==> src/rtl/div_pkg.sv <==
package div_pkg;
  // Strobes from the sequencer to the datapath, one per phase
  typedef struct packed {
    logic load;   // capture operands
    logic norm;   // magnitude, leading-zero count, alignment
    logic step;   // one restoring iteration
    logic fix;    // sign correction and result update
  } divStrobe_t;
endpackage

==> src/rtl/div_ctrl.sv <==
module div_ctrl
  import div_pkg::*;
#(
  parameter int WIDTH = 32,
  localparam int CNTW = $clog2(WIDTH + 1)
) (
  input  logic            clk,
  input  logic            rstN,
  input  logic            start,
  input  logic [CNTW-1:0] bitLen,
  output divStrobe_t      strobe,
  output logic            busy,
  output logic            done
);
  typedef enum logic [1:0] {S_IDLE, S_NORM, S_ITER, S_FIX} divState_e;

  divState_e       state;
  logic [CNTW-1:0] iterLeft;

  always_comb begin
    strobe.load = (state == S_IDLE) && start;
    strobe.norm = (state == S_NORM);
    strobe.step = (state == S_ITER);
    strobe.fix  = (state == S_FIX);
  end

  assign busy = (state != S_IDLE);

  always_ff @(posedge clk) begin
    if (!rstN) begin
      state    <= S_IDLE;
      iterLeft <= '0;
      done     <= 1'b0;
    end else begin
      done <= strobe.fix;
      unique case (state)
        S_IDLE: if (start) state <= S_NORM;
        S_NORM: begin
          iterLeft <= bitLen;
          state    <= (bitLen == '0) ? S_FIX : S_ITER;
        end
        S_ITER: begin
          iterLeft <= iterLeft - 1'b1;
          if (iterLeft == CNTW'(1)) state <= S_FIX;
        end
        S_FIX:  state <= S_IDLE;
        default: state <= S_IDLE;
      endcase
    end
  end

  // Length of the current busy run, kept for the latency bound check
  logic [CNTW:0] busyRun;
  always_ff @(posedge clk) begin
    if (!rstN)     busyRun <= '0;
    else if (busy) busyRun <= busyRun + 1'b1;
    else           busyRun <= '0;
  end

  AST_START_RAISES_BUSY: assert property (@(posedge clk) disable iff (!rstN)
    (start && !busy) |=> busy);
  AST_MAX_LATENCY: assert property (@(posedge clk) disable iff (!rstN)
    busy |-> (busyRun < (CNTW+1)'(WIDTH + 2)));
  AST_DONE_AFTER_BUSY: assert property (@(posedge clk) disable iff (!rstN)
    $rose(done) |-> (!busy && $past(busy)));
  AST_DONE_SINGLE: assert property (@(posedge clk) disable iff (!rstN)
    done |=> !done);
  AST_NO_RESTART: assert property (@(posedge clk) disable iff (!rstN)
    busy |=> (state != S_NORM));
endmodule

==> src/rtl/div_path.sv <==
module div_path
  import div_pkg::*;
#(
  parameter int WIDTH = 32,
  localparam int CNTW = $clog2(WIDTH + 1)
) (
  input  logic             clk,
  input  logic             rstN,
  input  divStrobe_t       strobe,
  input  logic             signedMode,
  input  logic [WIDTH-1:0] dividend,
  input  logic [WIDTH-1:0] divisor,
  output logic [CNTW-1:0]  bitLen,
  output logic [WIDTH-1:0] quotient,
  output logic [WIDTH-1:0] remainder
);
  logic [WIDTH-1:0] opA, opB, mag, dvs, quo, qOut, rOut;
  logic [WIDTH:0]   rem;
  logic             sgn;

  function automatic int leadZeros(input logic [WIDTH-1:0] v);
    int n = WIDTH;
    for (int i = 0; i < WIDTH; i++)
      if (v[i]) n = WIDTH - 1 - i;
    return n;
  endfunction

  logic [WIDTH-1:0] absA, absB;
  int               lz;
  logic [WIDTH:0]   trial;
  logic             fits;

  always_comb begin
    absA   = (sgn && opA[WIDTH-1]) ? (~opA + 1'b1) : opA;
    absB   = (sgn && opB[WIDTH-1]) ? (~opB + 1'b1) : opB;
    lz     = leadZeros(absA);
    bitLen = CNTW'(WIDTH - lz);
    trial  = {rem[WIDTH-1:0], mag[WIDTH-1]};
    fits   = (trial >= {1'b0, dvs});
  end

  always_ff @(posedge clk) begin
    if (!rstN) begin
      opA <= '0; opB <= '0; sgn <= 1'b0;
      mag <= '0; dvs <= '0; rem <= '0; quo <= '0;
      qOut <= '0; rOut <= '0;
    end else begin
      if (strobe.load) begin
        opA <= dividend;
        opB <= divisor;
        sgn <= signedMode;
      end
      if (strobe.norm) begin
        mag <= absA << lz;
        dvs <= absB;
        rem <= '0;
        quo <= '0;
      end
      if (strobe.step) begin
        mag <= mag << 1;
        rem <= fits ? (trial - {1'b0, dvs}) : trial;
        quo <= {quo[WIDTH-2:0], fits};
      end
      if (strobe.fix) begin
        if (opB == '0) begin
          qOut <= '1;
          rOut <= opA;
        end else begin
          qOut <= (sgn && (opA[WIDTH-1] ^ opB[WIDTH-1])) ? (~quo + 1'b1) : quo;
          rOut <= (sgn && opA[WIDTH-1]) ? (~rem[WIDTH-1:0] + 1'b1) : rem[WIDTH-1:0];
        end
      end
    end
  end

  assign quotient  = qOut;
  assign remainder = rOut;

  AST_DIVZERO_QUO: assert property (@(posedge clk) disable iff (!rstN)
    (strobe.fix && opB == '0) |=> (quotient == '1 && remainder == $past(opA)));
  AST_RESULT_HOLD: assert property (@(posedge clk) disable iff (!rstN)
    !strobe.fix |=> ($stable(quotient) && $stable(remainder)));
  AST_PARTIAL_REM: assert property (@(posedge clk) disable iff (!rstN)
    (strobe.step && dvs != '0) |=> (rem < {1'b0, dvs}));
endmodule

==> src/rtl/iter_divider.sv <==
module iter_divider
  import div_pkg::*;
#(
  parameter int WIDTH = 32
) (
  input  logic             clk,
  input  logic             rstN,
  input  logic             start,
  input  logic             signedMode,
  input  logic [WIDTH-1:0] dividend,
  input  logic [WIDTH-1:0] divisor,
  output logic [WIDTH-1:0] quotient,
  output logic [WIDTH-1:0] remainder,
  output logic             busy,
  output logic             done
);
  localparam int CNTW = $clog2(WIDTH + 1);

  divStrobe_t      strobe;
  logic [CNTW-1:0] bitLen;

  div_ctrl #(.WIDTH(WIDTH)) u_ctrl (
    .clk(clk), .rstN(rstN), .start(start), .bitLen(bitLen),
    .strobe(strobe), .busy(busy), .done(done)
  );

  div_path #(.WIDTH(WIDTH)) u_path (
    .clk(clk), .rstN(rstN), .strobe(strobe), .signedMode(signedMode),
    .dividend(dividend), .divisor(divisor), .bitLen(bitLen),
    .quotient(quotient), .remainder(remainder)
  );
endmodule

==> config.mk <==
export PLATFORM = sky130hd
export DESIGN_NAME = iter_divider
export DESIGN_NICKNAME = d
export VERILOG_FILES = /design/src/rtl/div_pkg.sv /design/src/rtl/div_ctrl.sv /design/src/rtl/div_path.sv /design/src/rtl/iter_divider.sv
export SDC_FILE = /design/constraint.sdc
export NUM_CORES = 1
export LEC_CHECK = 0
export ABC_AREA = 1
export CAP_MARGIN = 20
export CORE_ASPECT_RATIO = 0.8
export CORE_UTILIZATION = 55
export DETAILED_ROUTE_END_ITERATION = 16
export PLACE_DENSITY = 0.76
export SETUP_SLACK_MARGIN = 0.1
export SLEW_MARGIN = 10
export SYNTH_ARGS = -nofsm -noshare
export SYNTH_HDL_FRONTEND = slang
export SYNTH_SLANG_ARGS = --single-unit
==> constraint.sdc <==
create_clock -name clk -period 8 [get_ports clk]
set_clock_uncertainty 0.2 [all_clocks]
set_input_delay 1.2 -clock clk [delete_from_list [all_inputs] [get_ports clk]]
set_output_delay 1.2 -clock clk [all_outputs]
set_load 0.03 [all_outputs]
== Yosys cells after proc, flatten, opt, wreduce, memory -nomap -nowiden ==
Cells that the tools add are included.

* Magnitude comparators: 1
* Add/subtract/negate cells: 7
* Shifts and indexed selects: 1
* Div/mod/pow operators: 0
* Bitwise gates (word level): 6
* Multipliers: 0
* Equal/unequal tests: 6
* Multiplexer cells: 50
* Reductions and logical operators: 11

{| class="wikitable"
|+ Operator list
! operator !! number
|-
| two-way mux 32 bit || 44
|-
| adder 32 x 1 -> 32 bit, second input constant || 4
|-
| NOT 32 bit || 4
|-
| greater-or-equal comparator 33 x 32 -> 1 bit || 1
|-
| zero test 32 bit || 1
|-
| left shift 32 x 32 -> 32 bit || 1
|-
| subtractor 32 bit || 1
|-
| one-hot mux 6 bit (2 select lines) || 1
|-
| one-hot mux 2 bit (4 select lines) || 1
|-
| == test 6 x 1 -> 1 bit, second input constant || 1
|-
| zero test 6 bit || 1
|-
| two-way mux 6 bit || 1
|-
| subtractor 6 x 1 -> 6 bit, second input constant || 1
|-
| subtractor 6 bit, first input constant || 1
|-
| == test 2 bit, second input constant || 2
|-
| logical AND 1 bit || 4
|-
| two-way mux 2 bit || 2
|-
| nonzero test 2 bit || 2
|-
| == test 2 x 1 -> 1 bit, second input constant || 1
|-
| zero test 2 bit || 1
|-
| != test 2 x 1 -> 1 bit, second input constant || 1
|-
| != test 2 bit, second input constant || 1
|-
| AND reduction 2 bit || 1
|-
| OR reduction 2 bit || 1
|-
| 3 further kinds || 3
|}

* Flip-flop bits (word level): 266
* Bits in writable memories: 0
* Bits in latches: 0
* Memory bits (read-only): 0
* Logic and storage cells: 95
* Input port bits: 68
* Memories: 0
* Output and inout port bits: 66

== Longest topological paths before layout ==
Gate-level depths: netlist (run 1).

* Word-level depth: 39
* Depth in mapped cells: 46
* Mapped depth without buffers: 45

== By module ==
Synthesis (run 1) repeated with hierarchy kept, for this count alone.

* Cell total of the unflattened synthesis: 2461
* Area total of the unflattened synthesis: 16563.4 sq um

{| class="wikitable"
|+ By module, submodules not included
! module !! area an instance (sq um) !! instances !! cells each
|-
| div_path || 15937.8 || 1 || 2368
|-
| div_ctrl || 625.6 || 1 || 93
|}

== Worst setup path before layout (run 1) ==
Ideal clock, no wire load.

* Path kind: register to register
* From: register u_path.opA[0]
* To: register u_ctrl.iterLeft[4]
* Buffers on the path: 1
* Clock period less this slack: 3873 ps
* Arrival: 3541 ps
* Cell stages (with the launch flop): 26
* Library setup time: 132 ps
* Path slack: 4127 ps
* Cell sequence: dfxtp_1 -> inv_2 -> ha_1 -> nand4_1 -> nand3b_4 -> nor2_4 -> nand4_2 -> nor3_2 -> nand4_1 -> nor2_2 -> nand2_2 -> o31ai_4 -> o21ai_0 -> xor2_1 -> inv_1 -> nor2_1 -> inv_1 -> a21oi_1 -> inv_1 -> buf_2 -> ha_1 -> nand3_1 -> xor2_1 -> nand2_1 -> o311ai_0 -> a21oi_1

* Word-level cells in the longest chain between the ends: 37

{| class="wikitable"
|+ RTL lines
! what !! RTL line !! source
|-
| start, declared || div_path.sv:17 || <nowiki>logic [WIDTH-1:0] opA, opB, mag, dvs, quo, qOut, rOut;</nowiki>
|-
| start signal, assigned || div_path.sv:49 || <nowiki>opA <= dividend;</nowiki>
|-
| NOT 32 bit || div_path.sv:34 || <nowiki>absA = (sgn && opA[WIDTH-1]) ? (~opA + 1'b1) : opA;</nowiki>
|-
| adder 32 x 1 -> 32 bit || div_path.sv:34 ||
|-
| two-way mux 32 bit * || div_path.sv:34 ||
|-
| two-way mux 6 bit || div_path.sv:24 || <nowiki>if (v[i]) n = WIDTH - 1 - i;</nowiki>
|-
| two-way mux 32 bit (30 in series) || div_path.sv:24 ||
|-
| two-way mux 32 bit * || div_path.sv:24 ||
|-
| subtractor 6 bit * || div_path.sv:37 || <nowiki>bitLen = CNTW'(WIDTH - lz);</nowiki>
|-
| one-hot mux 6 bit (2 select lines) * || div_ctrl.sv:36 || <nowiki>unique case (state)</nowiki>
|-
| end signal, assigned || div_ctrl.sv:39 || <nowiki>iterLeft <= bitLen;</nowiki>
|-
| end signal, assigned || div_ctrl.sv:43 || <nowiki>iterLeft <= iterLeft - 1'b1;</nowiki>
|-
| end, declared || div_ctrl.sv:18 || <nowiki>logic [CNTW-1:0] iterLeft;</nowiki>
|}

Every way passes the cells marked *; elsewhere a longest branch is shown, timed or not.
A chain may end at the register's enable or synchronous reset.

== Final worst setup path (run 1) ==
* From: register u_path.sgn
* To: register u_path.mag[26]

* Word-level cells in the longest chain between the ends: 37

{| class="wikitable"
|+ RTL lines
! what !! RTL line !! source
|-
| start, declared || div_path.sv:19 || <nowiki>logic sgn;</nowiki>
|-
| start signal, assigned || div_path.sv:51 || <nowiki>sgn <= signedMode;</nowiki>
|-
| logical AND 1 bit * || div_path.sv:34 ||
|-
| two-way mux 32 bit * || div_path.sv:34 ||
|-
| two-way mux 6 bit || div_path.sv:24 ||
|-
| two-way mux 32 bit (31 in series) || div_path.sv:24 ||
|-
| left shift 32 x 32 -> 32 bit * || div_path.sv:54 || <nowiki>mag <= absA << lz;</nowiki>
|-
| two-way mux 32 bit * || div_path.sv:53 || <nowiki>if (strobe.norm) begin</nowiki>
|-
| two-way mux 32 bit * || div_path.sv:59 || <nowiki>if (strobe.step) begin</nowiki>
|-
| end signal, assigned || div_path.sv:54 ||
|-
| end signal, assigned || div_path.sv:60 || <nowiki>mag <= mag << 1;</nowiki>
|-
| end, declared || div_path.sv:17 ||
|}

Every way passes the cells marked *; elsewhere a longest branch is shown, timed or not. The select of a mux whose other input is x is not followed.

==> results of run 1 <==
-- power breakdown --
group          leakage (uW)  internal [uW]  switching, uW  total, uW
logic               0.00522           1300           2930       4230
registers           0.00217           1570            214       1790
clock network      0.000498            847            580       1430
total               0.00788           3720           3730       7440
-- worst paths after layout --
| check | startpoint | end | slack [ps] | cells after the start |
|---|---|---|---|---|
| hold reg to reg | u_path.remainder[1] | u_path.remainder[1] | 260 | 2 |
| hold / removal | u_path.remainder[1] | u_path.remainder[1] | 260 | 2 |
| setup reg to reg | u_path.sgn | u_path.mag[26] | 1760 | 44 |
| setup / recovery | u_path.sgn | u_path.mag[26] | 1760 | 44 |
-- stage by stage --
step	instance area, sq um	utilization [%]	power, uW
2_1_floorplan	16540	-	4877
3_3_place_gp	17930	60.91	5838
3_5_place_dp	17950	61.01	5887
4_1_cts	18970	64.46	7324
5_1_grt	19010	64.60	7963
6_report	19010	64.61	7442
-- registers in the layout (all words and copies together), names as in the netlist --
signal            count
u_path.rem           32
u_path.remainder     32
u_ctrl.done           1
u_path.opA           32
u_path.dvs           32
u_ctrl.state          2
u_path.quo           32
u_path.opB           32
u_path.quotient      32
u_path.mag           32
u_path.sgn            1
u_ctrl.iterLeft       6
-- tightest hold or removal path: stages, from the launching register on --
cell and delay, ps:
dfxtp_1 310, nand2_1 60, a21oi_1 50
-- per-layer routing --
metal / vias up / global-route usage, % / routed length (um)
li1: 8455 / - / -
met1: 7863 / 47.41 / 23810
met2: 778 / 46.28 / 20460
met3: 69 / 5.335 / 4599
met4: 0 / 7.180 / 952
met5: - / 0 / 0
-- cells in the final DEF, fill, tap and decap left out, types with 14 or more instances in the layout --
cell type        instances
nand2_1                531
clkbuf_16               29
o221ai_1                15
o211ai_1                26
o22ai_1                 14
a21oi_1                287
o21ai_0                204
inv_1                  246
nor3_1                  40
a31oi_1                 24
dfxtp_1                266
ha_1                    45
nand3_1                209
xnor2_1                 44
nor2_1                 225
xor2_1                  70
nand4_1                 18
buf_4                   17
clkdlybuf4s50_1        132
-- final cells by class --
cell class,count,area [sq um],share of cell area (%)
antenna,1,2.502,0.01316
clock buffer,39,813.3,4.277
clock inverter,15,202.7,1.066
inverter,262,985.9,5.185
multi-input combinational,1856,9694,50.98
sequential,266,5325,28.01
tap,377,471.7,2.481
timing repair buffer,152,1519,7.988
-- cells by family (layout without fill, tap and decap cells) --
| kind of cell | Yosys count | after routing | synth area share, % |
|---|---|---|---|
| simple gates | 1090 | 1090 | 28.80 |
| compound gates | 604 | 604 | 19.96 |
| buf+inv | 398 | 468 | 9.305 |
| flops | 266 | 266 | 32.20 |
| other cells | 0 | 1 | 0 |
| fa+ha+maj | 47 | 47 | 3.601 |
| xor+xnor | 115 | 115 | 6.135 |
==> PnR_summary.wiki, run 1 <==
{| class="wikitable"
! Metric !! Value
|-
| Setup Total Neg Slack || 0 ps
|-
| Total congestion overflow || 0
|-
| Number of placed cells counting well taps || between 2000 and 3000
|-
| Post-cts hold buffer count || 0
|-
| Number of fillers in the final layout || 2678
|-
| Core Rows || 56
|-
| Count of vias placed by the detailed router || 17165
|-
| Initial antenna violation count || 1
|-
| Final min period || about 6200 ps
|-
| Initial detailed-routing violation count || 1627
|-
| Min setup slack post-route || 1765 ps
|-
| Core area || 0.02943 sq mm
|-
| Relative max-transition margin || 27.00%
|-
| Worst setup EP type || register
|-
| Most common cell on crit path || nand2_1
|-
| Final instance count without filler cells || between 2000 and 3000
|-
| Type of the worst min-delay path || register to register
|-
| Nets || 2682
|-
| Crit path max fanout || 30
|-
| Count of final max-slew check failures || 0
|-
| Vertical die dimension || 157.1 um
|-
| Global routing usage summed across all routing layers || 31.48%
|-
| Clock input transition at the sequential cells of the worst setup and hold paths || 70 ps
|-
| Mapped Nets || between 2000 and 3000
|-
| Master of the slowest instance on the critical path || nand2_1
|-
| Warnings from Yosys || 0
|-
| Number of enable-type register cells in the synthesized netlist || 0
|-
| Synth top area cells || dfxtp_1, nand2_1, a21oi_1, nand3_1, o21ai_0
|-
| Total half-perimeter wirelength after legalization and detailed placement || 35790 um
|-
| Vias per std cell || 5.783
|-
| Count of input and output buffers || 133
|-
| First-pass GRT wire length || between 70000 and 80000 um
|-
| Summed instance area of the synthesized netlist || between 0.015 and 0.02 sq mm
|-
| Width of the die || between 150 and 200 um
|-
| Remaining routing DRC violations || 0
|-
| Count of cell types in the netlist || 52
|-
| Hold violation count in the final report || 0
|-
| Avg Inst Size Synth || 6.563 sq um
|-
| Flip-flop and latch count after synthesis || 266
|-
| Global placement routability congestion || 0.9788
|-
| Status || finished, final reports clean
|-
| RSZ-0062 raised after global routing || no
|-
| CTS-repair resized insts || 0
|-
| Total leakage power || ~0.0079 uW
|-
| Number of clock buffers inserted by TritonCTS || 29
|-
| Post-Route Hold Slack || 264.5 ps
|-
| Floorplan die area || 0.03077 sq mm
|-
| Ratio of cells with drive above 1 in the final layout || under 10%
|-
| Worst EP required || 8300 ps
|-
| PD cells || just under 400 mW/mm^2
|-
| Most numerous cell in the Yosys netlist || nand2_1
|-
| Buffers and inverters on the worst path || 4
|-
| Area Growth Syn to Fin || 14.96%
|-
| Gate count after technology mapping || 2520
|-
| Max Buffers Root-to-Sink || 3
|-
| Most instantiated cells after synthesis || nand2_1, a21oi_1, dfxtp_1
|-
| Effective utilization at floorplan || 56.20%
|-
| Setup Slack @ Placement || 1715 ps
|-
| Number of buffers inserted by post-CTS setup repair || 0
|-
| Sequential-to-total area share from yosys stat || between 30 and 40%
|-
| Root cell of the clock tree || clkbuf_16
|-
| Vias in the first global route || 15160
|-
| Kind of start point of the critical path || register
|-
| # setup viols final || 0
|-
| IR drop worst, VDD || 204.3 uV
|-
| Number of max-capacitance violations reported || 0
|-
| Category of the critical setup timing path || register to register
|-
| Clock H-tree levels || 1
|-
| Maximum number of pins on one net before global-route repair || 125
|-
| IO Count || approximately 130
|-
| Library cell occupying the most area in the post-synthesis netlist || dfxtp_1
|-
| FMAX || between 150 and 200 MHz
|-
| Routed length per placed instance || 16.79 um
|-
| Area share of the leading cell type in the synthesized netlist || around a third
|-
| Antenna viol nets, final || 0
|-
| Asr flop ratio synth || 0%
|-
| Slew @ Worst Pin || between 1000 and 1500 ps
|-
| Clock tree from TritonCTS || yes
|-
| Worst endpoint data arrival time || 6540 ps
|-
| Most used flip-flop cell after synthesis || dfxtp_1
|-
| Total number of clock tree sinks || 266
|-
| Share of the cycle needed by the critical path after routing || between 70 and 80%
|-
| WL final || between 40000 and 50000 um
|-
| Skew-Pair Late Insertion Delay || 570 ps
|-
| Cell family with most CP delay || simple AND/OR/NAND/NOR gates
|-
| DRT Pass-1 Iters || 5
|-
| Max incr delay on CP || ~680 ps
|}
No activity file was read; power rests on OpenSTA's default activity.
==> run 2, diff against run 1 <==
CORE_UTILIZATION = 54   (was 55)
PLACE_DENSITY = 0.78   (was 0.76)
clock period = 5.6 ns   (was 8 ns; I/O delays follow)
==> PnR_summary.wiki, run 2 (synthesis gave the netlist of run 1 again) <==
{| class="wikitable"
! Metric !! Value
|-
| Status || finished, final reports clean
|-
| Count of final max-slew check failures || 0
|-
| Count of vias placed by the detailed router || between 15000 and 20000
|-
| Global placement routability congestion || 0.9511
|-
| Total congestion overflow || 0
|-
| Area post-placement || between 0.015 and 0.02 sq mm
|-
| Floorplan die area || 0.03134 sq mm
|-
| Kind of start point of the critical path || register
|-
| Most common library cell in the layout ignoring fill and taps || nand2_1
|-
| Remaining routing DRC violations || 0
|-
| # setup viols final || 0
|-
| Clock H-tree levels || 1
|-
| ANT cells || 0
|-
| Category of the critical setup timing path || register to register
|-
| First-pass GRT wire length || 80500 um
|-
| Clock input transition at the sequential cells of the worst setup and hold paths || 60 ps
|-
| Final min period || roughly 5100 ps
|-
| Setup Total Neg Slack || 0 ps
|-
| Ratio of cells with drive above 1 in the final layout || 6.027%
|-
| Type of the worst min-delay path || register to register
|-
| Initial detailed-routing violation count || 1712
|-
| Worst EP required || between 5000 and 6000 ps
|-
| DRT Pass-1 Iters || 7
|-
| Vertical die dimension || 158.5 um
|-
| CTS-repair resized insts || 0
|-
| Width of the die || 197.7 um
|-
| RSZ-0062 raised after global routing || no
|-
| Routed length per placed instance || 16.72 um
|-
| Post-cts hold buffer count || 0
|-
| Flip-flop and latch area || 0.005325 sq mm
|-
| Antenna viol nets, final || 0
|-
| Number of cells traversed by the worst register-to-register path || 25
|-
| Number of instances on the worst hold path || 2
|-
| Core Rows || 56
|-
| WL final || 50330 um
|-
| Number of placed cells counting well taps || 2955
|-
| Global routing usage summed across all routing layers || a little under a third
|-
| Number of max-capacitance violations reported || 0
|-
| Clock tree from TritonCTS || yes
|-
| Nets || approximately 2700
|-
| Share of the cycle needed by the critical path after routing || between 90% and 100%
|-
| Multi-input combinational cell area || 0.009694 sq mm
|-
| Relative max-transition margin || a little over a quarter
|-
| Final instance count without filler cells || 3011
|-
| Hold violation count in the final report || 0
|-
| Maximum number of pins on one net before global-route repair || 102
|-
| Crit path max fanout || 11
|-
| Worst setup EP type || register
|-
| Total half-perimeter wirelength after legalization and detailed placement || 36190 um
|-
| Vias per std cell || 5.699
|-
| Number of fillers in the final layout || between 2000 and 3000
|-
| Commonest cells after routing, fill and taps aside || nand2_1, a21oi_1, dfxtp_1
|-
| Total leakage power || ~0.008 uW
|-
| Layout Cell Area excl Fill || 0.01926 sq mm
|-
| Area Growth Syn to Fin || 16.44%
|-
| Initial antenna violation count || 0
|-
| PD cells || between 500 and 600 mW/mm^2
|-
| IR drop worst, VDD || 378.0 uV
|-
| Number of clock buffers inserted by TritonCTS || 29
|-
| Root cell of the clock tree || clkbuf_16
|-
| Max Buffers Root-to-Sink || 3
|-
| Effective utilization at floorplan || 55.67%
|-
| Core area || 0.02971 sq mm
|-
| Worst endpoint data arrival time || 5410 ps
|-
| IO Count || 134
|-
| Skew-Pair Late Insertion Delay || 590 ps
|-
| FMAX || 196.3 MHz
|-
| Number of buffers inserted by post-CTS setup repair || 0
|-
| Vias in the first global route || 15239
|-
| Count of input and output buffers || 133
|-
| Slew @ Worst Pin || 1101 ps
|-
| Total number of clock tree sinks || 266
|}
==> run 2: final timing paths <==
kind | startpoint | to | slack (ps)
setup / recovery | u_path.opA[0] | u_path.mag[24] | 510
hold / removal | u_path.remainder[21] | u_path.remainder[21] | 270
setup reg to reg | u_path.opA[0] | u_path.mag[24] | 510
hold reg to reg | u_path.remainder[21] | u_path.remainder[21] | 270
==> run 2: critical path, stage by stage, from the launching register on <==
cell      delay [ps]
dfxtp_1          340
inv_2            120
ha_1             210
nand4_1          140
nand3b_4         210
nor2_4           100
nand4_2           90
nor3_2           200
nand4_1          210
nor2_2           140
nand2_2           80
o31ai_4          290
o21ai_0          170
xor2_1           210
inv_1             80
nor2_1           240
inv_1            160
nor3_4           240
nand2_2          150
nand2_1          120
nand2_2           90
nor2_1           760
nand2_1          110
nor2_1           160
nand2_1           70
a21oi_1          110
==> run 2: area by class of cell <==
type,count,area share [%]
Inverter,262,5.126
Clock inverter,17,1.527
Multi-Input combinational cell,1856,50.34
Clock buffer,37,4.288
Sequential cell,266,27.65
Tap cell,406,2.638
Timing Repair Buffer,167,8.433
==> run 2: where the power goes <==
group	switching (uW)	leakage [uW]	internal, uW	total [uW]
Sequential	298	0.00217	2250	2540
Clock	846	0.000543	1370	2220
Combinational	4160	0.00529	1920	6080
==> run 2: through the flow <==
stage / power (uW) / hold WS (ps) / util (%) / setup WS (ps)
floorplan: 6968 / 245.3 / - / 1727
detailed placement: 8478 / 259.4 / 60.87 / 666.7
finish: 10840 / 266.1 / 64.82 / 506.4
global route: 11630 / 284.7 / 64.82 / 113.7
global placement: 8394 / 255.4 / 60.87 / 713.9
CTS: 10720 / 269.2 / 64.64 / 640.8
==> run 2: per-layer routing <==
metal / vias to the layer above / GRT usage (%) / wire length [um]
li1: 8475 / - / -
met1: 7885 / 47.81 / 24150
met2: 737 / 47.52 / 20900
met3: 62 / 4.702 / 4484
met4: 0 / 6.275 / 805
met5: - / 0 / 0
